File: config.mk
export PLATFORM = sky130hd
export DESIGN_NAME = exc_entry_ctl
export DESIGN_NICKNAME = d
export VERILOG_FILES = /design/src/rtl/exc_entry_ctl.sv
export SDC_FILE = /design/constraint.sdc
export NUM_CORES = 1
export LEC_CHECK = 0
export BUFFER_PORTS_ARGS = -buffer_cell sky130_fd_sc_hd__buf_2
export CAP_MARGIN = 20
export CORE_AREA = 3 3 137 139
export CTS_BUF_LIST = sky130_fd_sc_hd__clkbuf_2 sky130_fd_sc_hd__clkbuf_4 sky130_fd_sc_hd__clkbuf_8
export DETAILED_ROUTE_END_ITERATION = 12
export DIE_AREA = 0 0 140 142
export PLACE_DENSITY = 0.88
export REMOVE_ABC_BUFFERS = 1
export SLEW_MARGIN = 20
export SYNTH_ARGS = -nofsm -noshare
export SYNTH_HDL_FRONTEND = slang
export SYNTH_SLANG_ARGS = --single-unit
File: constraint.sdc
create_clock -name clk -period 5 [get_ports clk]
set_clock_uncertainty 0.2 [all_clocks]
set_input_delay 1 -clock clk [delete_from_list [all_inputs] [get_ports clk]]
set_output_delay 1 -clock clk [all_outputs]
set_load 0.02 [all_outputs]
File: src/rtl/exc_entry_ctl.sv
module exc_entry_ctl #(
  parameter int XLEN = 64,
  parameter logic [XLEN-1:0] BOOT_BASE = 64'hFFFF_FFFF_BFC0_0200,
  parameter logic [XLEN-1:0] NORM_BASE = 64'hFFFF_FFFF_8000_0000,
  parameter logic [11:0] REFILL_OFS = 12'h080,
  parameter logic [11:0] GEN_OFS = 12'h180
) (
  input  logic            clk,
  input  logic            rst_n,
  input  logic            exc_req,
  input  logic [3:0]      exc_kind,
  input  logic [XLEN-1:0] exc_pc,
  input  logic            exc_in_delay,
  input  logic [XLEN-1:0] exc_bad_addr,
  input  logic            exl_clr,
  input  logic            sw_we,
  input  logic [1:0]      sw_sel,
  input  logic [XLEN-1:0] sw_wdata,
  output logic [XLEN-1:0] sw_rdata,
  output logic            redir_valid,
  output logic [XLEN-1:0] redir_pc
);
  localparam logic [31:0] STAT_WMASK  = 32'hF040_FF1F;
  localparam logic [31:0] CAUSE_WMASK = 32'h3040_FF00;
  localparam logic [31:0] STAT_RST    = 32'h0040_0004;
  localparam int EXL_BIT = 1;
  localparam int BEV_BIT = 22;
  localparam int BD_BIT  = 31;

  localparam logic [3:0] K_TLB_MOD = 4'd1, K_TLB_LD = 4'd2, K_TLB_ST = 4'd3;
  localparam logic [3:0] K_ADR_LD = 4'd4, K_ADR_ST = 4'd5;
  localparam logic [3:0] K_XREF_LD = 4'd13, K_XREF_ST = 4'd14;

  logic [31:0]     status_q, cause_q;
  logic [XLEN-1:0] epc_q, bva_q;
  logic [4:0]      code;
  logic            is_refill, is_addr, exl;
  logic [11:0]     ofs;

  assign exl       = status_q[EXL_BIT];
  assign is_refill = (exc_kind == K_XREF_LD) || (exc_kind == K_XREF_ST);
  assign is_addr   = is_refill || (exc_kind == K_TLB_MOD) || (exc_kind == K_TLB_LD) ||
                     (exc_kind == K_TLB_ST) || (exc_kind == K_ADR_LD) || (exc_kind == K_ADR_ST);

  always_comb begin
    case (exc_kind)
      4'd0:  code = 5'h00;
      4'd1:  code = 5'h01;
      4'd2:  code = 5'h02;
      4'd3:  code = 5'h03;
      4'd4:  code = 5'h04;
      4'd5:  code = 5'h05;
      4'd6:  code = 5'h08;
      4'd7:  code = 5'h09;
      4'd9:  code = 5'h0B;
      4'd10: code = 5'h0C;
      4'd11: code = 5'h0D;
      4'd12: code = 5'h12;
      4'd13: code = 5'h02;
      4'd14: code = 5'h03;
      default: code = 5'h0A;
    endcase
  end

  assign ofs         = (is_refill && !exl) ? REFILL_OFS : GEN_OFS;
  assign redir_valid = exc_req;
  assign redir_pc    = (status_q[BEV_BIT] ? BOOT_BASE : NORM_BASE) +
                       {{(XLEN-12){ofs[11]}}, ofs};

  always_ff @(posedge clk) begin
    if (!rst_n) begin
      status_q <= STAT_RST;
      cause_q  <= '0;
      epc_q    <= '0;
      bva_q    <= '0;
    end else if (exc_req) begin
      if (!exl) begin
        epc_q          <= exc_in_delay ? exc_pc - XLEN'(4) : exc_pc;
        cause_q[BD_BIT] <= exc_in_delay;
      end
      cause_q[6:2]       <= code;
      status_q[EXL_BIT]  <= 1'b1;
      if (is_addr) bva_q <= exc_bad_addr;
    end else begin
      if (sw_we) begin
        case (sw_sel)
          2'd0: status_q <= sw_wdata[31:0] & STAT_WMASK;
          2'd1: cause_q  <= (cause_q & ~CAUSE_WMASK) | (sw_wdata[31:0] & CAUSE_WMASK);
          2'd2: epc_q    <= sw_wdata;
          default: bva_q <= sw_wdata;
        endcase
      end
      if (exl_clr) status_q[EXL_BIT] <= 1'b0;
    end
  end

  always_comb begin
    case (sw_sel)
      2'd0: sw_rdata = {{(XLEN-32){1'b0}}, status_q};
      2'd1: sw_rdata = {{(XLEN-32){1'b0}}, cause_q};
      2'd2: sw_rdata = epc_q;
      default: sw_rdata = bva_q;
    endcase
  end
endmodule

After elaboration in Yosys (flattened, before gate mapping)
Memories as Yosys holds them, arrays and structs flattened.
Cells that the tools add are included.
{"block": "totals", "regBits": 178, "wordCells": 67, "latchBits": 0, "n_memories": 1, "output_inout_bits": 129, "in_bits": 204, "romBits": 80, "ram_bits": 0}
{"block": "classes", "n_eq_ne": 12, "bitwise": 2, "shifts": 0, "order_cmp": 0, "mul": 0, "div_mod_pow": 0, "n_reduce_logical": 22, "addsub": 2, "muxes": 21}
{"name": "(no name shown)", "words": 16, "word_bits": 5, "read_ports": 1, "rd_ports_with_merged_regs": 0, "wr": 0, "line_no": "46", "rtl": "case (exc_kind)"}
{"cell": "$mux W64", "count": 9}
{"cell": "$pmux W64 S3", "count": 1}
{"cell": "$mux W32", "count": 2}
{"cell": "$sub A64 B3 Y64 const B", "count": 1}
{"cell": "$add A32 B10 Y33", "count": 1}
{"cell": "$or A32 B30 Y32", "count": 1}
{"cell": "$mux W30", "count": 1}
{"cell": "$reduce_and A3 Y1", "count": 5}
{"cell": "$mux W9", "count": 1}
{"cell": "$eq A4 B2 Y1 const B", "count": 2}
{"cell": "$eq A4 B3 Y1 const B", "count": 2}
{"cell": "$eq A4 B4 Y1 const B", "count": 2}
{"cell": "$logic_or A1 B1 Y1", "count": 6}
{"cell": "$reduce_bool A2 Y1", "count": 3}
{"cell": "$reduce_bool A3 Y1", "count": 2}
{"cell": "$mux W5", "count": 1}
{"cell": "$eq A4 B1 Y1 const B", "count": 1}
{"cell": "$mux W1", "count": 4}
{"cell": "$mux W2", "count": 2}
{"cell": "$ne A2 B1 Y1 const B", "count": 2}
{"cell": "$reduce_and A2 Y1", "count": 2}
{"cell": "$reduce_or A3 Y1", "count": 1}
{"cell": "$eq A2 B1 Y1 const B", "count": 1}
{"cell": "$eq A2 B2 Y1 const B", "count": 1}
{"cell": "other kinds (5)", "count": 5}

Depth between registers and ports, before layout
Gate-level depths: netlist of run 1.
{"block": "depth", "word_depth": 9, "mapped_depth": 9, "mapped_depth_nobuf": 7}

Least setup slack after synthesis of run 1
OpenSTA, ideal clock, no wires.
{"block": "synth_path", "kind": "input to output", "startpoint": "input sw_sel[0]", "endpoint": "output sw_rdata[10]", "required_ns": 3.800, "arrival_time_ns": 2.517, "path_buffers": 2, "path_stages": 3, "path_slack_ns": 1.283, "cell_sequence": "buf_1 > buf_1 > mux4_2"}
{"block": "synth_via", "elab_chain_cells": 2, "word_cells_on_any_way": 4, "cone_classes": "eq/ne (2); mux (1); reduce/logical (1)"}
{"element": "from (decl)", "line_no": "17", "rtl": "input logic [1:0] sw_sel,"}
{"element": "$eq A2 B2 Y1, or another cell as far along", "line_no": "98", "rtl": "case (sw_sel)"}
{"element": "$pmux W64 S3 (*)", "line_no": "98"}
{"element": "to (decl)", "line_no": "19", "rtl": "output logic [XLEN-1:0] sw_rdata,"}
Mark *: on every way between the ends. The rest lies on a longest branch, timed or not.

Final worst setup path of run 1
{"block": "layout_path", "startpoint": "input sw_sel[0]", "endpoint": "output sw_rdata[62]"}
The elaborated chain is that of the path after synthesis.

==> flow_summary.toml, run 1 <==
[run_status]
status = "complete, no violations"

[setup_path]
crit_fanout = 47
max_stage_delay_ps = 660
end_kind = "primary output"
worst_setup_path_start_kind = "primary input"
worstPathArrival_ps = 2580
required_ps = 3800
path_cells = "buf_4 -> buf_4 -> mux2i_1 -> nor2b_1 -> buf_2"
r2r-start = "status_q[1]"
crit_buf_inv = 3
r2r_end = "epc_q[25]"
critPathMostFrequentCell = "buf_4"
r2r.worst_path.cells = 6
crit_path_top_delay_cell = "buf_4"
startpoint = "sw_sel[0]"
crit_family = "buffers and inverters"
critPathKind = "in -> out"
cp.depth = 5
rrSetupSlack_ps = 1850
endpoint = "sw_rdata[62]"

[global_routing]
antenna_found_initial = 3
gr-total-overflow = 0
grt_max_degree = 68
grt_util_all_layers = 0.306
grt_pass1_wl_um = 49400
grt_pass1_vias = 9686

[final_layout]
utilization = 0.654
layout_common_cells = "276 x buf_2, 163 x dfxtp_1, 125 x nor2_1, 107 x nand2_1, 105 x mux2i_1"
layout_commonest_cell = "buf_2"
area_growth_pct = 15.8
fin_nets = 1640
drive_above_1_share = 0.253
instances_no_fill = 1678

[sta]
slew_viol_final = 0
fin_crit_sh = 0.756
layout_min_cycle_time_ps = 3780
hold_violations = 0
worst_slew_pin_slew_ps = 981
setup_viol = 0
whs_ps = 260
max_freq_mhz = 265
tns_ps = 0
relSlewSlack = 0.345
rsz0062_at_grt = "no"

[die]
core_um2 = 17800
num_rows = 49
start_util = 0.564
dieArea_um2 = 19900
die_y_um = 142
ios = 333
die_x_um = 140

[synth]
syn_area_um2 = 10000
ys_top_cells_by_area = "dfxtp_1 33%, mux2i_1 10%, a211oi_1 5.6%"
syn_area_per_cell_um2 = 8.16
ys_seq_area_frac = 0.325
synth_top_cell_area_share = 0.325
synth_ff_type = "dfxtp_1"
async_flop_share = 0
ys_types = 62
synth_edf_count = 0
netlist_instances = 1230
synth.largest_area_cell = "dfxtp_1"
yosys_warnings = 0
synth_seq_cells = 163

[power]
leakagePower_nw = 4.82
ir_drop_mv = 0.161
powerDensity_nw_per_um2 = 267

[place]
hpwlAfterDp_um = 22400
dpl.cell_count = 1645
port_buffers = 278
gp_congestion = 0.821

[clock_tree]
h-tree-depth = 4
holdBufCountCts = 0
cts_buffers = 17
cts_sinks = 163
cts_buffer_depth = 2
cts_resized = 0
clkLatencyLatePin_ps = 460
post_cts_buffers = 0
cts_root_buf = "clkbuf_8"
tritoncts = "yes"
clk_pin_slew_worst_paths_ps = 80

[drt]
drc = 0
first_iter_violations = 714
avgRoutedWirePerCell_um = 18.7
viasPerCell = 6.04
first_pass_iters = 5
drtAntennaViolNets = 0
num_vias = 10100
wirelength_um = 31400

[min_path]
hold_class = "reg -> reg"

[job]
maxCapViolations = 0
==> metal layers <==
metal / up-vias / part of all wire / GRT usage
li1: 4757 / - / -
met1: 4775 / 0.40 / 0.389
met2: 535 / 0.49 / 0.521
met3: 76 / 0.089 / 0.0591
met4: 0 / 0.027 / 0.115
met5: - / 0 / 0
==> layout make-up <==
cell class | count | area, um2
Inverter | 9 | 36.3
Clock buffer | 18 | 241
Sequential cell | 163 | 3260
Tap cell | 229 | 287
Clock inverter | 10 | 114
Fill cell | 1515 | 6160
Antenna cell | 5 | 12.5
Timing Repair Buffer | 300 | 1570
Multi-Input combinational cell | 944 | 6100
==> Yosys cell counts (10+ instances only) <==
library cell	n
nor2b_1	55
nand4_1	12
nand3_1	32
o21ai_0	25
nor2_1	126
xnor2_1	30
mux2i_1	105
buf_1	10
a211oi_1	75
clkbuf_1	90
buf_4	64
nor4_1	33
dfxtp_1	163
nor3_1	47
a31oi_1	11
a21oi_1	67
or3_1	22
nand2_1	107
mux4_2	15
==> worst min-delay path by stage <==
stage                  from           end  slack (ps)  cells after the start
2_1_floorplan     epc_q[10]     epc_q[10]         230                      2
3_3_place_gp   status_q[12]  status_q[12]         240                      2
3_5_place_dp   status_q[31]  status_q[31]         250                      2
4_1_cts        status_q[31]  status_q[31]         260                      2
5_1_grt         cause_q[14]   cause_q[14]         280                      2
6_report       status_q[13]  status_q[13]         260                      2
==> worst register-to-register path, delay by kind of cell (launching register included) <==
family	cells	cell delay, ps
AOI/OAI and AO/OA	2	290
and+or+nand+nor	3	1430
DFF	1	680
buffers and inverters	1	440
==> flip-flops by register name, summed over array words and instances (netlist names) <==
signal	count
bva_q	64
status_q	18
cause_q	17
epc_q	64
==> cells by family (layout without fill, tap and decap cells) <==
kind of cell             after synthesis  in the layout  synth area share
AND/OR/NAND/NOR                      478            478             0.238
flip-flops                           163            163             0.325
buffers and inverters                175            337            0.0903
adder cells (fa/ha/maj)                1              1           0.00125
other                                  2             59          0.000749
multiplexers                         126            126             0.145
XOR/XNOR                              39             39            0.0340
AO/OA/AOI/OAI                        246            246             0.165
==> stage by stage <==
| stage | setup WS (ps) | power, mW | instance area (um2) |
|---|---|---|---|
| 6_report | 1220 | 3.11 | 11600 |
| 5_1_grt | 1140 | 3.25 | 11600 |
| 4_1_cts | 1230 | 3.11 | 11600 |
| 3_5_place_dp | 1100 | 2.20 | 11300 |
| 3_3_place_gp | 1200 | 2.18 | 11300 |
| 2_1_floorplan | 306 | 1.89 | 9360 |
==> report_power, final <==
part | total, mW | leakage [nW] | switching (mW) | internal [mW]
Sequential | 1.46 | 1.34 | 0.0588 | 1.40
Combinational | 0.721 | 3.29 | 0.439 | 0.282
Clock | 0.932 | 0.184 | 0.495 | 0.437
(Power assumes the default switching activity.)
==> run 2, diff against run 1 <==
--- a/config.mk
+++ b/config.mk
@@ -7,11 +7,11 @@
 export LEC_CHECK = 0
 export BUFFER_PORTS_ARGS = -buffer_cell sky130_fd_sc_hd__buf_2
 export CAP_MARGIN = 20
-export CORE_AREA = 3 3 137 139
+export CORE_AREA = 3 3 142 144
 export CTS_BUF_LIST = sky130_fd_sc_hd__clkbuf_2 sky130_fd_sc_hd__clkbuf_4 sky130_fd_sc_hd__clkbuf_8
 export DETAILED_ROUTE_END_ITERATION = 12
-export DIE_AREA = 0 0 140 142
-export PLACE_DENSITY = 0.88
+export DIE_AREA = 0 0 145 147
+export PLACE_DENSITY = 0.82
 export REMOVE_ABC_BUFFERS = 1
 export SLEW_MARGIN = 20
 export SYNTH_ARGS = -nofsm -noshare
==> constraint.sdc (replaced) <==
create_clock -name clk -period 3.6 [get_ports clk]
set_clock_uncertainty 0.2 [all_clocks]
set_input_delay 0.72 -clock clk [delete_from_list [all_inputs] [get_ports clk]]
set_output_delay 0.72 -clock clk [all_outputs]
set_load 0.02 [all_outputs]
==> flow_summary.toml, run 2 (synthesis gave the netlist of run 1 again) <==
[run_status]
status = "complete, no violations"

[drt]
viasPerCell = 5.83
first_iter_violations = 663
drc = 0
wirelength_um = 33100
avgRoutedWirePerCell_um = 19.2
drtAntennaViolNets = 0
first_pass_iters = 5
num_vias = 10100

[die]
dieArea_um2 = 21300
core_um2 = 18800
num_rows = 50
die_x_um = 145
start_util = 0.533
ios = 333
die_y_um = 147

[clock_tree]
tritoncts = "yes"
holdBufCountCts = 0
post_cts_buffers = 0
h-tree-depth = 4
cts_buffers = 17
cts_root_buf = "clkbuf_8"
clk_pin_slew_worst_paths_ps = 90
cts_resized = 0
clkLatencyLatePin_ps = 450
cts_sinks = 163
cts_buffer_depth = 2

[final_layout]
layout_commonest_cell = "buf_2"
area_growth_pct = 18.5
layout_common_cells = "276 x buf_2, 163 x dfxtp_1, 125 x nor2_1, 107 x nand2_1, 105 x mux2i_1"
fin_nets = 1656
drive_above_1_share = 0.263
reg.largest.list = "bva_q: 64 flops, epc_q: 64 flops, status_q: 18 flops"
design_area_um2 = 11900

[sta]
layout_min_cycle_time_ps = 2960
fin_crit_sh = 0.821
tns_ps = 0
hold_violations = 0
worst_slew_pin_slew_ps = 1020
setup_viol = 0
setup_ws_ps = 644
max_freq_mhz = 338
relSlewSlack = 0.320
slew_viol_final = 0
rsz0062_at_grt = "no"

[global_routing]
grt_max_degree = 82
antenna_found_initial = 4
gr-total-overflow = 0
grt_pass1_vias = 9888
grt_util_all_layers = 0.299
grt_pass1_wl_um = 52200

[setup_path]
worstPathArrival_ps = 2040
critPathKind = "in -> out"
worst_setup_path_start_kind = "primary input"
rrSetupSlack_ps = 1220
required_ps = 2680
end_kind = "primary output"
crit_fanout = 29

[place]
dpl_worst_slack_ps = 408
placed_cell_area_um2 = 11500
hpwlAfterDp_um = 23600
port_buffers = 278
gp_congestion = 0.846

[power]
ir_drop_mv = 0.231
leakagePower_nw = 4.94
powerDensity_nw_per_um2 = 369

[min_path]
hold_class = "reg -> reg"

[job]
maxCapViolations = 0
-- run 2: changes by cell type in the layout (fill, tap and decap cells not counted), sizes merged --
cell and delta:
buf +16, diode -2, inv +3, bufinv -1, clkinv +2
-- run 2: worst max-delay path: stages --
cell,delay [ps]
buf_4,470
buf_12,300
mux2i_1,260
nor2b_1,70
buf_2,160
-- run 2: stage by stage --
stage,cells,hold WS (ps),utilization,power [mW]
CTS,1724,261,0.631,4.39
global placement,1692,237,0.611,3.06
floorplan,1116,229,-,2.62
global route,1726,279,0.631,4.58
detailed placement,1692,248,0.611,3.09
finish,1727,263,0.631,4.39
-- run 2: path summary, 6_finish.rpt --
check	start	to	cells past startpoint
worst min-delay path	cause_q[10]	cause_q[10]	2
worst max-delay path	sw_sel[0]	sw_rdata[56]	5
worst min register to register	cause_q[10]	cause_q[10]	2
worst max register to register	status_q[1]	epc_q[56]	6
-- run 2: layer usage --
metal | vias to the layer above | global-route usage | wire length, um
li1 | 4784 | - | -
met1 | 4718 | 0.387 | 13900
met2 | 500 | 0.505 | 15700
met3 | 59 | 0.0694 | 2770
met4 | 4 | 0.0850 | 722
met5 | - | 0 | 27
-- run 2: area by class of cell --
class	count	area, um2
flip-flops and latches	163	3260
multi-input cells	944	6100
diodes	3	7.51
clock inverters	14	128
inverters	9	36.3
fillers	1646	6950
well taps	260	325
clock buffers	18	248
repair buffers	316	1770
-- run 2: report_power, final --
group / switching [mW] / internal [mW]
sequential: 0.0778 / 1.94
clock: 0.756 / 0.573
combinational: 0.629 / 0.412
